<file path="src/rtl/xpt_cfg_pkg.sv">
package xpt_cfg_pkg;
  localparam int NUM_OUT     = 16;
  localparam int SEL_W       = 4;
  localparam int SLOT_W      = SEL_W + 1;
  localparam int RANK_W      = NUM_OUT * SLOT_W;
  localparam int ADDR_W      = $clog2(NUM_OUT);
  localparam int SYNC_STAGES = 2;

  typedef struct packed {
    logic              shiftEn;
    logic              shiftBit;
    logic              wrEn;
    logic [ADDR_W-1:0] wrAddr;
    logic [SLOT_W-1:0] wrData;
    logic              xferEn;
  } cfgStrobe_t;
endpackage

</file>
<file path="src/rtl/xpt_cfg_ctrl.sv">
module xpt_cfg_ctrl
  import xpt_cfg_pkg::*;
#(
  parameter int SyncStages = SYNC_STAGES
) (
  input  logic              clk,
  input  logic              resetN,
  input  logic              chipEnN,
  input  logic              updateN,
  input  logic              shiftClk,
  input  logic              parMode,
  input  logic              serIn,
  input  logic [ADDR_W-1:0] parAddr,
  input  logic [SLOT_W-1:0] parData,
  output cfgStrobe_t        strb
);
  localparam int PinW = 5 + ADDR_W + SLOT_W;
  localparam logic [PinW-1:0] IdleVec = {3'b111, {(PinW-3){1'b0}}};

  logic [PinW-1:0] pinVec;
  logic [PinW-1:0] stageQ [SyncStages];
  logic [PinW-1:0] syncd;
  logic            clkPrev;

  assign pinVec = {chipEnN, updateN, shiftClk, parMode, serIn, parAddr, parData};

  // equal-depth synchroniser keeps data aligned with its strobes
  for (genvar s = 0; s < SyncStages; s++) begin : g_sync
    if (s == 0) begin : g_first
      always_ff @(posedge clk or negedge resetN)
        if (!resetN) stageQ[s] <= IdleVec;
        else         stageQ[s] <= pinVec;
    end else begin : g_next
      always_ff @(posedge clk or negedge resetN)
        if (!resetN) stageQ[s] <= IdleVec;
        else         stageQ[s] <= stageQ[s-1];
    end
  end

  assign syncd = stageQ[SyncStages-1];

  logic              sCeN, sUpdN, sClk, sPar, sSer;
  logic [ADDR_W-1:0] sAddr;
  logic [SLOT_W-1:0] sData;
  assign {sCeN, sUpdN, sClk, sPar, sSer, sAddr, sData} = syncd;

  always_ff @(posedge clk or negedge resetN)
    if (!resetN) clkPrev <= 1'b1;
    else         clkPrev <= sClk;

  always_comb begin
    strb.shiftEn  = !sCeN && !sPar && clkPrev && !sClk;
    strb.shiftBit = sSer;
    strb.wrEn     = !sCeN && sPar && !sClk;
    strb.wrAddr   = sAddr;
    strb.wrData   = sData;
    strb.xferEn   = !sCeN && !sUpdN;
  end

  // one falling edge yields exactly one shift
  a_r2_single_shift: assert property (@(posedge clk) disable iff (!resetN)
    strb.shiftEn |=> !strb.shiftEn);
endmodule

</file>
<file path="src/rtl/xpt_cfg_dp.sv">
module xpt_cfg_dp
  import xpt_cfg_pkg::*;
(
  input  logic                     clk,
  input  logic                     resetN,
  input  cfgStrobe_t               strb,
  output logic                     serOut,
  output logic [NUM_OUT-1:0]       outEn,
  output logic [NUM_OUT*SEL_W-1:0] outSel
);
  logic [RANK_W-1:0] firstRank;
  logic [RANK_W-1:0] secondRank;
  logic [RANK_W-1:0] wrMask;

  assign wrMask = {{(RANK_W-SLOT_W){1'b0}}, {SLOT_W{1'b1}}} << (strb.wrAddr * SLOT_W);

  // first rank: not touched by reset
  always_ff @(posedge clk) begin
    if (strb.shiftEn)
      firstRank <= {firstRank[RANK_W-2:0], strb.shiftBit};
    else if (strb.wrEn)
      firstRank[strb.wrAddr*SLOT_W +: SLOT_W] <= strb.wrData;
  end

  always_ff @(posedge clk or negedge resetN)
    if (!resetN)          secondRank <= '0;
    else if (strb.xferEn) secondRank <= firstRank;

  assign serOut = firstRank[RANK_W-1];

  for (genvar n = 0; n < NUM_OUT; n++) begin : g_out
    assign outEn[n] = secondRank[n*SLOT_W + SEL_W];
    assign outSel[n*SEL_W +: SEL_W] =
      secondRank[n*SLOT_W + SEL_W] ? secondRank[n*SLOT_W +: SEL_W] : '0;
  end

  // a shift moves the chain up by one and inserts the new bit
  a_r1_shift_moves: assert property (@(posedge clk) disable iff (!resetN)
    strb.shiftEn |=> firstRank == {$past(firstRank[RANK_W-2:0]), $past(strb.shiftBit)});

  // a parallel write leaves all other slots alone
  a_r5_slot_isolated: assert property (@(posedge clk) disable iff (!resetN)
    strb.wrEn |=> ((firstRank ^ $past(firstRank)) & ~$past(wrMask)) == '0);

  // without a transfer strobe the second rank holds
  a_r6_hold: assert property (@(posedge clk) disable iff (!resetN)
    !strb.xferEn |=> $stable(secondRank));

  // during reset every output is disabled
  always @(posedge clk)
    if (!resetN) a_r7_reset_off: assert (outEn == '0 && outSel == '0);
endmodule

</file>
<file path="src/rtl/xpt_cfg_reg.sv">
module xpt_cfg_reg
  import xpt_cfg_pkg::*;
(
  input  logic                     clk,
  input  logic                     resetN,
  input  logic                     chipEnN,
  input  logic                     updateN,
  input  logic                     shiftClk,
  input  logic                     parMode,
  input  logic                     serIn,
  input  logic [ADDR_W-1:0]        parAddr,
  input  logic [SLOT_W-1:0]        parData,
  output logic                     serOut,
  output logic [NUM_OUT-1:0]       outEn,
  output logic [NUM_OUT*SEL_W-1:0] outSel
);
  cfgStrobe_t strb;

  xpt_cfg_ctrl #(.SyncStages(SYNC_STAGES)) u_ctrl (
    .clk(clk), .resetN(resetN), .chipEnN(chipEnN), .updateN(updateN),
    .shiftClk(shiftClk), .parMode(parMode), .serIn(serIn),
    .parAddr(parAddr), .parData(parData), .strb(strb)
  );

  xpt_cfg_dp u_dp (
    .clk(clk), .resetN(resetN), .strb(strb),
    .serOut(serOut), .outEn(outEn), .outSel(outSel)
  );
endmodule

</file>
<file path="config.mk">
export PLATFORM = sky130hd
export DESIGN_NAME = xpt_cfg_reg
export DESIGN_NICKNAME = d
export VERILOG_FILES = /design/src/rtl/xpt_cfg_pkg.sv /design/src/rtl/xpt_cfg_ctrl.sv /design/src/rtl/xpt_cfg_dp.sv /design/src/rtl/xpt_cfg_reg.sv
export SDC_FILE = /design/constraint.sdc
export NUM_CORES = 1
export LEC_CHECK = 0
export BUFFER_PORTS_ARGS = -buffer_cell sky130_fd_sc_hd__buf_2
export CAP_MARGIN = 20
export CORE_ASPECT_RATIO = 0.75
export CORE_MARGIN = 1
export CORE_UTILIZATION = 48
export DETAILED_ROUTE_END_ITERATION = 16
export MAX_ROUTING_LAYER = met4
export PLACE_DENSITY = 0.8
export SLEW_MARGIN = 10
export SYNTH_ARGS = -nofsm -noshare
export SYNTH_HDL_FRONTEND = slang
export SYNTH_SLANG_ARGS = --single-unit
export TNS_END_PERCENT = 1
</file>
<file path="constraint.sdc">
create_clock -name clk -period 2.65 [get_ports clk]
set_input_delay 0.53 -clock clk [delete_from_list [all_inputs] [get_ports clk]]
set_output_delay 0.53 -clock clk [all_outputs]
set_load 0.005 [all_outputs]
</file>
==> impl_metrics.toml, run 1 <==
[outcome]
status = "finished, final reports clean"

[routing]
wl_met2_um = 7761
route.top_layer_used = "met4"
wl_met1_um = 7678
drc = 0
vias = 5118
final_antenna_net_count = 0
wl_per_cell_um = 18.20
firstDrtPassIters = 5
wl_met3_um = 1327
viasPerCell = 5.509
dr.first_iter.drc_count = 440
wl_um = 16910

[yosys]
synth_cells = 623
netlist_area_um2 = 7990
synth-main-ff-cell = "dfrtp_1"
synth_area_leader_cell = "dfrtp_1"
ys_seq_elements = 189
synth_seq_area_share = 0.6431
synth_fp_nets = 643
synth_edf_count = 80
ys_top_cells_by_area = "dfrtp_1 (32%), edfxtp_1 (30%), mux2_2 (11%)"
yosys_warnings = 0
ys_top_cells_by_count = "dfrtp_1 (102), nand2_1 (87), edfxtp_1 (80), mux2_2 (80), o21ai_0 (65)"
yosysMostFrequentCell = "dfrtp_1"
synth_top_area_share = 0.3194
syn-mean-instance-area_um2 = 12.83
synth-async-reset-ratio = 0.5767
synthDistinctLibCells = 40

[sta]
fmax_ghz = 0.4066
min_period_ns = 2.459
finalHoldViolCount = 0
slew_headroom = 0.4917
setup_viol = 0
final.setup.tns_ns = 0
slew_violations = 0
skew_ns = 0.009855
rsz0062_at_grt = "no"
worst_pin_slew_ns = 0.7560
fin_crit_sh = 0.9280
layout_setup_ws_ns = 0.1907

[clock_tree]
root_buffer = "clkbuf_16"
h-tree-depth = 4
clk_pin_slew_ns = 0.07
cts_buffers = 17
ctsLongestPathBuffers = 2
clkLatencyLatePin_ns = 0.43
post_cts_buffers = 0
cts_tree = "done"
clock_sinks = 189

[floorplanning]
coreArea_um2 = 16170
die_w_um = 151.0
start_util = 0.4943
num_rows = 40
dieArea_um2 = 17170
die_h_um = 113.7
num_io_pins = 97

[power_and_ir_drop]
power_density_nw_per_um2 = 712.0
ir_drop_uv = 425.3
power.leakage_nw = 3.698

[worst_setup_path]
cp-start-kind = "register"
path_class = "reg2reg"
cp_cell_sequence = "inv_1 -> ha_1 -> nor2b_1 -> a22oi_1 -> o31ai_1"
path_max_fanout = 8
cp_data_required_time_ns = 2.71
critPathTopFamily = "compound AO/OA/AOI/OAI gates"
cp_data_arrival_time_ns = 2.52
path_buf_inv = 1
cpPeakStageDelay_ns = 0.66
crit_slowest_cell = "o31ai_1"
endpoint_kind = "register"

[place]
place.gp.congestion = 0.8833
place_hpwl_um = 12130
portBuffers = 96
post-place-ws_ns = 0.1924

[layout]
layout.nets = 727
syn_to_final_growth_pct = 14.95
drive_above_1_share = 0.3366
antenna_cells = 0
fillers = 1311

[grt]
grt_max_degree = 81
grt_overflow = 0
grt_pass1_wl_um = 26680
grt_pass1_vias = 5028
antenna_found_initial = 0
track_usage = 0.2154

[flow_run]
maxCapViolCount = 0

[hold_path]
hold_path.class = "in2async"
layout make-up:
class | count | area (um2) | share of cell area
Clock buffer | 22 | 495.5 | 0.05394
Clock inverter | 9 | 83.83 | 0.009127
Inverter | 4 | 15.01 | 0.001635
Multi-Input combinational cell | 389 | 2606 | 0.2837
Sequential cell | 189 | 5139 | 0.5595
Tap cell | 210 | 262.8 | 0.02861
Timing Repair Buffer | 106 | 583.1 | 0.06348
final timing paths:
path                       slack (ns)  depth (start not counted)               from                   to
max                              0.19                          5    u_ctrl.syncd[6]   u_dp.firstRank[74]
min                              0.08                          1             resetN  u_dp.secondRank[19]
max reg2reg                      0.19                          5    u_ctrl.syncd[6]   u_dp.firstRank[74]
min reg2reg                      0.35                          0  u_ctrl.stageQ[21]      u_ctrl.syncd[7]
max in group asynchronous        1.91                          2             resetN  u_dp.secondRank[60]
min in group clk                 0.20                          1            updateN    u_ctrl.stageQ[26]
per-layer routing:
layer / GRT usage / vias up
met5: - / -
met4: 0.05000 / 0
met3: 0.05320 / 16
met2: 0.3125 / 227
met1: 0.3063 / 2536
li1: - / 2339
sequential cells by signal, indices dropped and copies added, names as in the netlist:
signal,count
u_dp.firstRank,80
u_ctrl.syncd,14
u_dp.secondRank,80
u_ctrl.stageQ,14
u_ctrl.clkPrev,1
where the power goes:
part	total, W	internal (W)	switching (W)
sequential	0.00340	0.00326	0.000145
clock	0.00249	0.00142	0.00107
combinational	0.000640	0.000333	0.000307
per-stage QoR:
step           hold slack, ns  utilization  total power [W]  cell area [um2]  cells
3_5_place_dp           0.3379       0.5316         0.004105             8593    898
5_1_grt                0.1107       0.5682         0.006800             9185    929
4_1_cts               0.08718       0.5674         0.006587             9173    929
2_1_floorplan          0.2344            -         0.003830             7990    623
3_3_place_gp           0.3357       0.5316         0.004069             8593    898
6_report              0.07505       0.5682         0.006539             9185    929
worst reg2reg max path: stages, from the launching register on:
cell and delay (ns):
dfrtp_1 0.46, inv_1 0.15, ha_1 0.29, nor2b_1 0.31, a22oi_1 0.22, o31ai_1 0.66
layout by cell type, fill, tap and decap left out, types with 2 or more instances in the layout:
cell type  Yosys  final
nand2_1       87     87
dfrtp_1      102    102
a21oi_1       13     11
a31oi_1        3      3
and3_1         3      3
clkinv_2       0      2
clkbuf_16      0     18
dfstp_2        7      7
buf_4         16      9
nor3_1         2      2
nand2b_1       4      4
clkinv_4       0      2
o21ai_2        4      4
nor2_1         7      6
clkbuf_8       0      3
buf_2          9     95
inv_1          4      4
nand2_4        4      4
nor3b_1        2      2
and2_1        64     64
o21ai_0       65     65
mux2_2        80     80
edfxtp_1      80     80
ha_1           4      4
nand3_1       10     10
buf_12         0      2
a21oi_2        1      3
nor2b_1        3      3
o21ai_1       19     19
logic make-up (layout without fill, tap and decap cells):
| group | after synthesis | after routing | share of synthesized area |
|---|---|---|---|
| AOI/OAI and AO/OA | 109 | 109 | 0.07235 |
| xor gates and xnor gates | 1 | 1 | 0.001096 |
| adders and majority gates | 4 | 4 | 0.006264 |
| buffers and inverters | 45 | 141 | 0.03320 |
| DFF | 189 | 189 | 0.6431 |
| muxes | 80 | 80 | 0.1127 |
| and+or+nand+nor | 195 | 195 | 0.1312 |
what timing repair did:
action / in CTS / in global routing
setup endpoints to repair: 0 / 15
resized for setup: 0 / 3
hold buffers: 0 / 0
Note: power is estimated with default switching activity, not from simulation.
==> inputs of run 2 (changes only) <==
- BUFFER_PORTS_ARGS: -buffer_cell sky130_fd_sc_hd__buf_2 -> -buffer_cell sky130_fd_sc_hd__clkbuf_2
- CAP_MARGIN: 20 -> 10
- clock period: 2.65 -> 2.45 ns (I/O delays scaled with it)
==> run 2 against run 1 <==
Design area is 0.94% higher. Routed wire length is 1.2% lower. Worst setup slack lost 0.0094 ns. Maximum frequency up 8.4%. Register-to-register slack about the same. Largest cell class unchanged. Largest power group unchanged. Highest routed layer unchanged.
==> impl_metrics.toml, run 2 (synthesized netlist as in run 1, its figures left out) <==
[outcome]
status = "finished, final reports clean"

[routing]
wl_per_cell_um = 17.78
firstDrtPassIters = 5
wl_um = 16710
dr.first_iter.drc_count = 433
viasPerCell = 5.499
drc = 0
final_antenna_net_count = 0
vias = 5169

[power_and_ir_drop]
ir_drop_uv = 480.5
power.leakage_nw = 3.725
power_density_nw_per_um2 = 754.8

[sta]
final.setup.tns_ns = 0
setup_viol = 0
fin_crit_sh = 0.9260
worst_pin_slew_ns = 0.5865
finalHoldViolCount = 0
fmax_ghz = 0.4408
min_period_ns = 2.269
layout_setup_ws_ns = 0.1813
skew_ns = 0.008500
rsz0062_at_grt = "no"
slew_violations = 0
slew_headroom = 0.6049

[layout]
final_common_cell = "dfrtp_1"
reg.largest.list = "u_dp.firstRank (80), u_dp.secondRank (80)"
multiInputGateArea_um2 = 2609
antenna_cells = 0
seq_area_um2 = 5139
fin_util = 0.5735
stdcell_count = 940
fillers = 1308
syn_to_final_growth_pct = 16.04
final_cell_mix = "dfrtp_1 (102), clkbuf_2 (95), nand2_1 (87), mux2_2 (80), edfxtp_1 (80)"
drive_above_1_share = 0.3452
layout.nets = 737

[worst_setup_path]
path_max_fanout = 12
cp-start-kind = "register"
crit_start = "u_ctrl.syncd[6]"
r2r-end = "u_dp.firstRank[10]"
r2r-start = "u_ctrl.syncd[6]"
ff2ff_path_depth = 7
reg2reg_slack_ns = 0.18
endpoint = "u_dp.firstRank[10]"
path_class = "reg2reg"
cp_data_required_time_ns = 2.52
cp_data_arrival_time_ns = 2.34
endpoint_kind = "register"

[place]
place.gp.congestion = 0.8724
dp_cells = 907
place_hpwl_um = 12010
portBuffers = 96
post-place-ws_ns = 0.1462

[clock_tree]
cts_buffers = 17
root_buffer = "clkbuf_16"
clock_sinks = 189
ctsLongestPathBuffers = 2
post_cts_buffers = 0
h-tree-depth = 4
clk_pin_slew_ns = 0.07
clkLatencyLatePin_ns = 0.43
cts_tree = "done"

[floorplanning]
num_rows = 40
dieArea_um2 = 17170
die_w_um = 151.0
coreArea_um2 = 16170
num_io_pins = 97
start_util = 0.4943
die_h_um = 113.7

[grt]
antenna_found_initial = 0
grt_overflow = 0
grt_pass1_vias = 5121
grt_pass1_wl_um = 26970
track_usage = 0.2162
grt_max_degree = 81

[flow_run]
maxCapViolCount = 0

[hold_path]
hold_path.class = "in2reg"
==> run 2: cell types whose count changed in the layout (fill, tap and decap cells not counted), sizes merged <==
| cell | change |
|---|---|
| clkbuf | +95 |
| inv | +1 |
| buf | -86 |
| dlygate4sd3 | +1 |
==> run 2: area by class of cell <==
class	instances	area share
sequential	189	0.5543
timing repair buffer	116	0.07395
multi-input combinational	389	0.2814
tap	210	0.02834
clock buffer	22	0.05115
clock inverter	10	0.009312
inverter	4	0.001619
==> run 2: power by group <==
part	switching (W)	internal [W]
sequential	0.000150	0.00353
combinational	0.000342	0.000371
clock	0.00113	0.00148
total	0.00162	0.00537
==> run 2: per-layer routing <==
metal  track usage  wire length, um  share of wire
met1        0.3021             7581           0.45
met2        0.3104             7577           0.45
met3       0.05400             1365          0.082
met4       0.06933              187          0.011
met5             -                0              0
==> run 2: critical path, cell delays in order (launching register included) <==
cell	delay [ns]
dfrtp_1	0.38
inv_1	0.12
ha_1	0.31
and3b_1	0.23
a31oi_1	0.08
buf_4	0.22
nand2b_1	0.14
a21oi_1	0.42
==> run 2: how the worst min path moves through the flow <==
stage	depth (start not counted)	end	start
floorplan	0	u_ctrl.stageQ[14]	resetN
global placement	0	u_ctrl.syncd[4]	u_ctrl.stageQ[18]
finish	1	u_ctrl.stageQ[25]	shiftClk
detailed placement	0	u_ctrl.syncd[4]	u_ctrl.stageQ[18]
global route	1	u_ctrl.stageQ[26]	updateN
CTS	1	u_ctrl.stageQ[25]	shiftClk
==> run 2: stage by stage <==
step / hold WS (ns) / instance area [um2] / total power [W]
2_1_floorplan: 0.1944 / 7990 / 0.004142
3_3_place_gp: 0.3395 / 8686 / 0.004417
3_5_place_dp: 0.3347 / 8686 / 0.004456
4_1_cts: 0.1334 / 9256 / 0.007055
5_1_grt: 0.1338 / 9271 / 0.007289
6_report: 0.1460 / 9271 / 0.006998
==> run 2: timing repair <==
action	in CTS	in global routing
resized for setup	0	4
endpoints found under the setup margin	0	20
endpoints found under the hold margin	20	0
hold buffers	1	0
==> inputs of run 3 (changes only) <==
- clock period: 2.45 -> 2.6 ns (I/O delays scaled with it)
==> run 3 against run 2 <==
Critical endpoint is now u_dp.firstRank[33]. Sequential power fell by 5.7%. Maximum frequency decreased by 5.9%. Non-clock buffer count decreased by 9. Total power fell by 5.3%. Final cell count shrank 1.1%. Core utilization fell by 0.46 points. Worst setup slack improved by 0.0074 ns. Clock power shrank 4%. Critical path type unchanged. Design area fell by 0.81%.
==> impl_metrics.toml, run 3 (synthesized netlist as in run 1, its figures left out) <==
[clock_tree]
root_buffer = "clkbuf_16"
clk_pin_slew_ns = 0.07
ctsLongestPathBuffers = 2
cts_buffers = 17
holdBufCountCts = 0
clkLatencyLatePin_ns = 0.43
h-tree-depth = 4
cts_tree = "done"
clock_sinks = 189

[sta]
finalHoldViolCount = 0
slew_violations = 0
worst_pin_slew_ns = 0.6534
layout_setup_ws_ns = 0.1887
final.setup.tns_ns = 0
setup_viol = 0
min_period_ns = 2.411
skew_ns = 0.01283
slew_headroom = 0.5598
rsz0062_at_grt = "no"
fmax_ghz = 0.4147
fin_crit_sh = 0.9274

[power_and_ir_drop]
ir_drop_uv = 428.4
power_w = 0.006624
power_density_nw_per_um2 = 720.3
power.leakage_nw = 3.670

[floorplanning]
dieArea_um2 = 17170
num_io_pins = 97
die_w_um = 151.0
die_h_um = 113.7
coreArea_um2 = 16170
start_util = 0.4943
num_rows = 40

[layout]
fillers = 1327
final_common_cell = "dfrtp_1"
stdcell_count = 930
reg.largest.list = "u_dp.firstRank (80), u_dp.secondRank (80)"
syn_to_final_growth_pct = 15.10
drive_above_1_share = 0.3403
fin_util = 0.5689
final_cell_mix = "dfrtp_1 (102), clkbuf_2 (95), nand2_1 (87), mux2_2 (80), edfxtp_1 (80)"
antenna_cells = 0
layout.nets = 728

[hold_path]
hold_path.class = "in2async"

[grt]
grt_pass1_vias = 4983
track_usage = 0.2134
antenna_found_initial = 0
grt_overflow = 0
grt_max_degree = 81
grt_pass1_wl_um = 26590

[place]
dp_cells = 899
place_hpwl_um = 11910
portBuffers = 96
post-place-ws_ns = 0.1404
place.gp.congestion = 0.8448

[worst_setup_path]
cp-start-kind = "register"
cp_data_required_time_ns = 2.86
path_max_fanout = 8
endpoint_kind = "register"
cp_data_arrival_time_ns = 2.67
path_class = "reg2reg"

[routing]
dr.first_iter.drc_count = 475
wl_um = 16830
wl_per_cell_um = 18.10
viasPerCell = 5.485
drc = 0
final_antenna_net_count = 0
firstDrtPassIters = 9
vias = 5101

[flow_run]
maxCapViolCount = 0

[outcome]
status = "finished, final reports clean"
run 3: layer usage:
layer,track usage,wire [um],vias to the layer above
met1,0.3036,7825,2537
met4,0.04333,114,0
li1,-,-,2336
met2,0.3083,7606,212
met5,-,0,-
met3,0.05800,1283,16
run 3: critical path, stage by stage (launching register included):
cell and delay [ns]:
dfrtp_1 0.49, inv_1 0.12, ha_1 0.31, nor3b_1 0.21, nor3_1 0.51, nand3_1 0.32, o21ai_0 0.27
run 3: final cells by class:
class,count,area (um2),area share
clock buffer,20,457.9,0.04980
tap,210,262.8,0.02857
sequential,189,5139,0.5588
timing repair buffer,107,603.1,0.06558
multi-input combinational,389,2611,0.2839
inverter,4,15.01,0.001633
clock inverter,11,107.6,0.01170
run 3: path summary, 6_finish.rpt:
| check | start | to | slack [ns] | depth (start not counted) |
|---|---|---|---|---|
| worst max-delay path | u_ctrl.syncd[5] | u_dp.firstRank[33] | 0.19 | 6 |
| worst min-delay path | resetN | u_ctrl.stageQ[24] | 0.06 | 1 |
| worst max register to register | u_ctrl.syncd[5] | u_dp.firstRank[33] | 0.19 | 6 |
| worst min register to register | u_ctrl.stageQ[23] | u_ctrl.syncd[9] | 0.35 | 0 |
| max in group asynchronous | resetN | u_dp.secondRank[41] | 1.89 | 2 |
| min in group clk | shiftClk | u_ctrl.stageQ[25] | 0.17 | 1 |
run 3: through the flow:
stage          cell area, um2  hold slack [ns]
2_1_floorplan            7990           0.2244
3_3_place_gp             8613           0.3381
3_5_place_dp             8613           0.3358
4_1_cts                  9179          0.05796
5_1_grt                  9196          0.08653
6_report                 9196          0.05700
run 3: what timing repair did:
item / in CTS / in global routing
buffers inserted: 0 / 0
endpoints found under the setup margin: 0 / 25
gates resized for setup: 0 / 5
run 3: power breakdown:
group,total [W],internal (W),switching [W]
Clock,0.00250,0.00138,0.00111
Combinational,0.000662,0.000342,0.000320
Sequential,0.00347,0.00332,0.000144
Total,0.00662,0.00505,0.00158
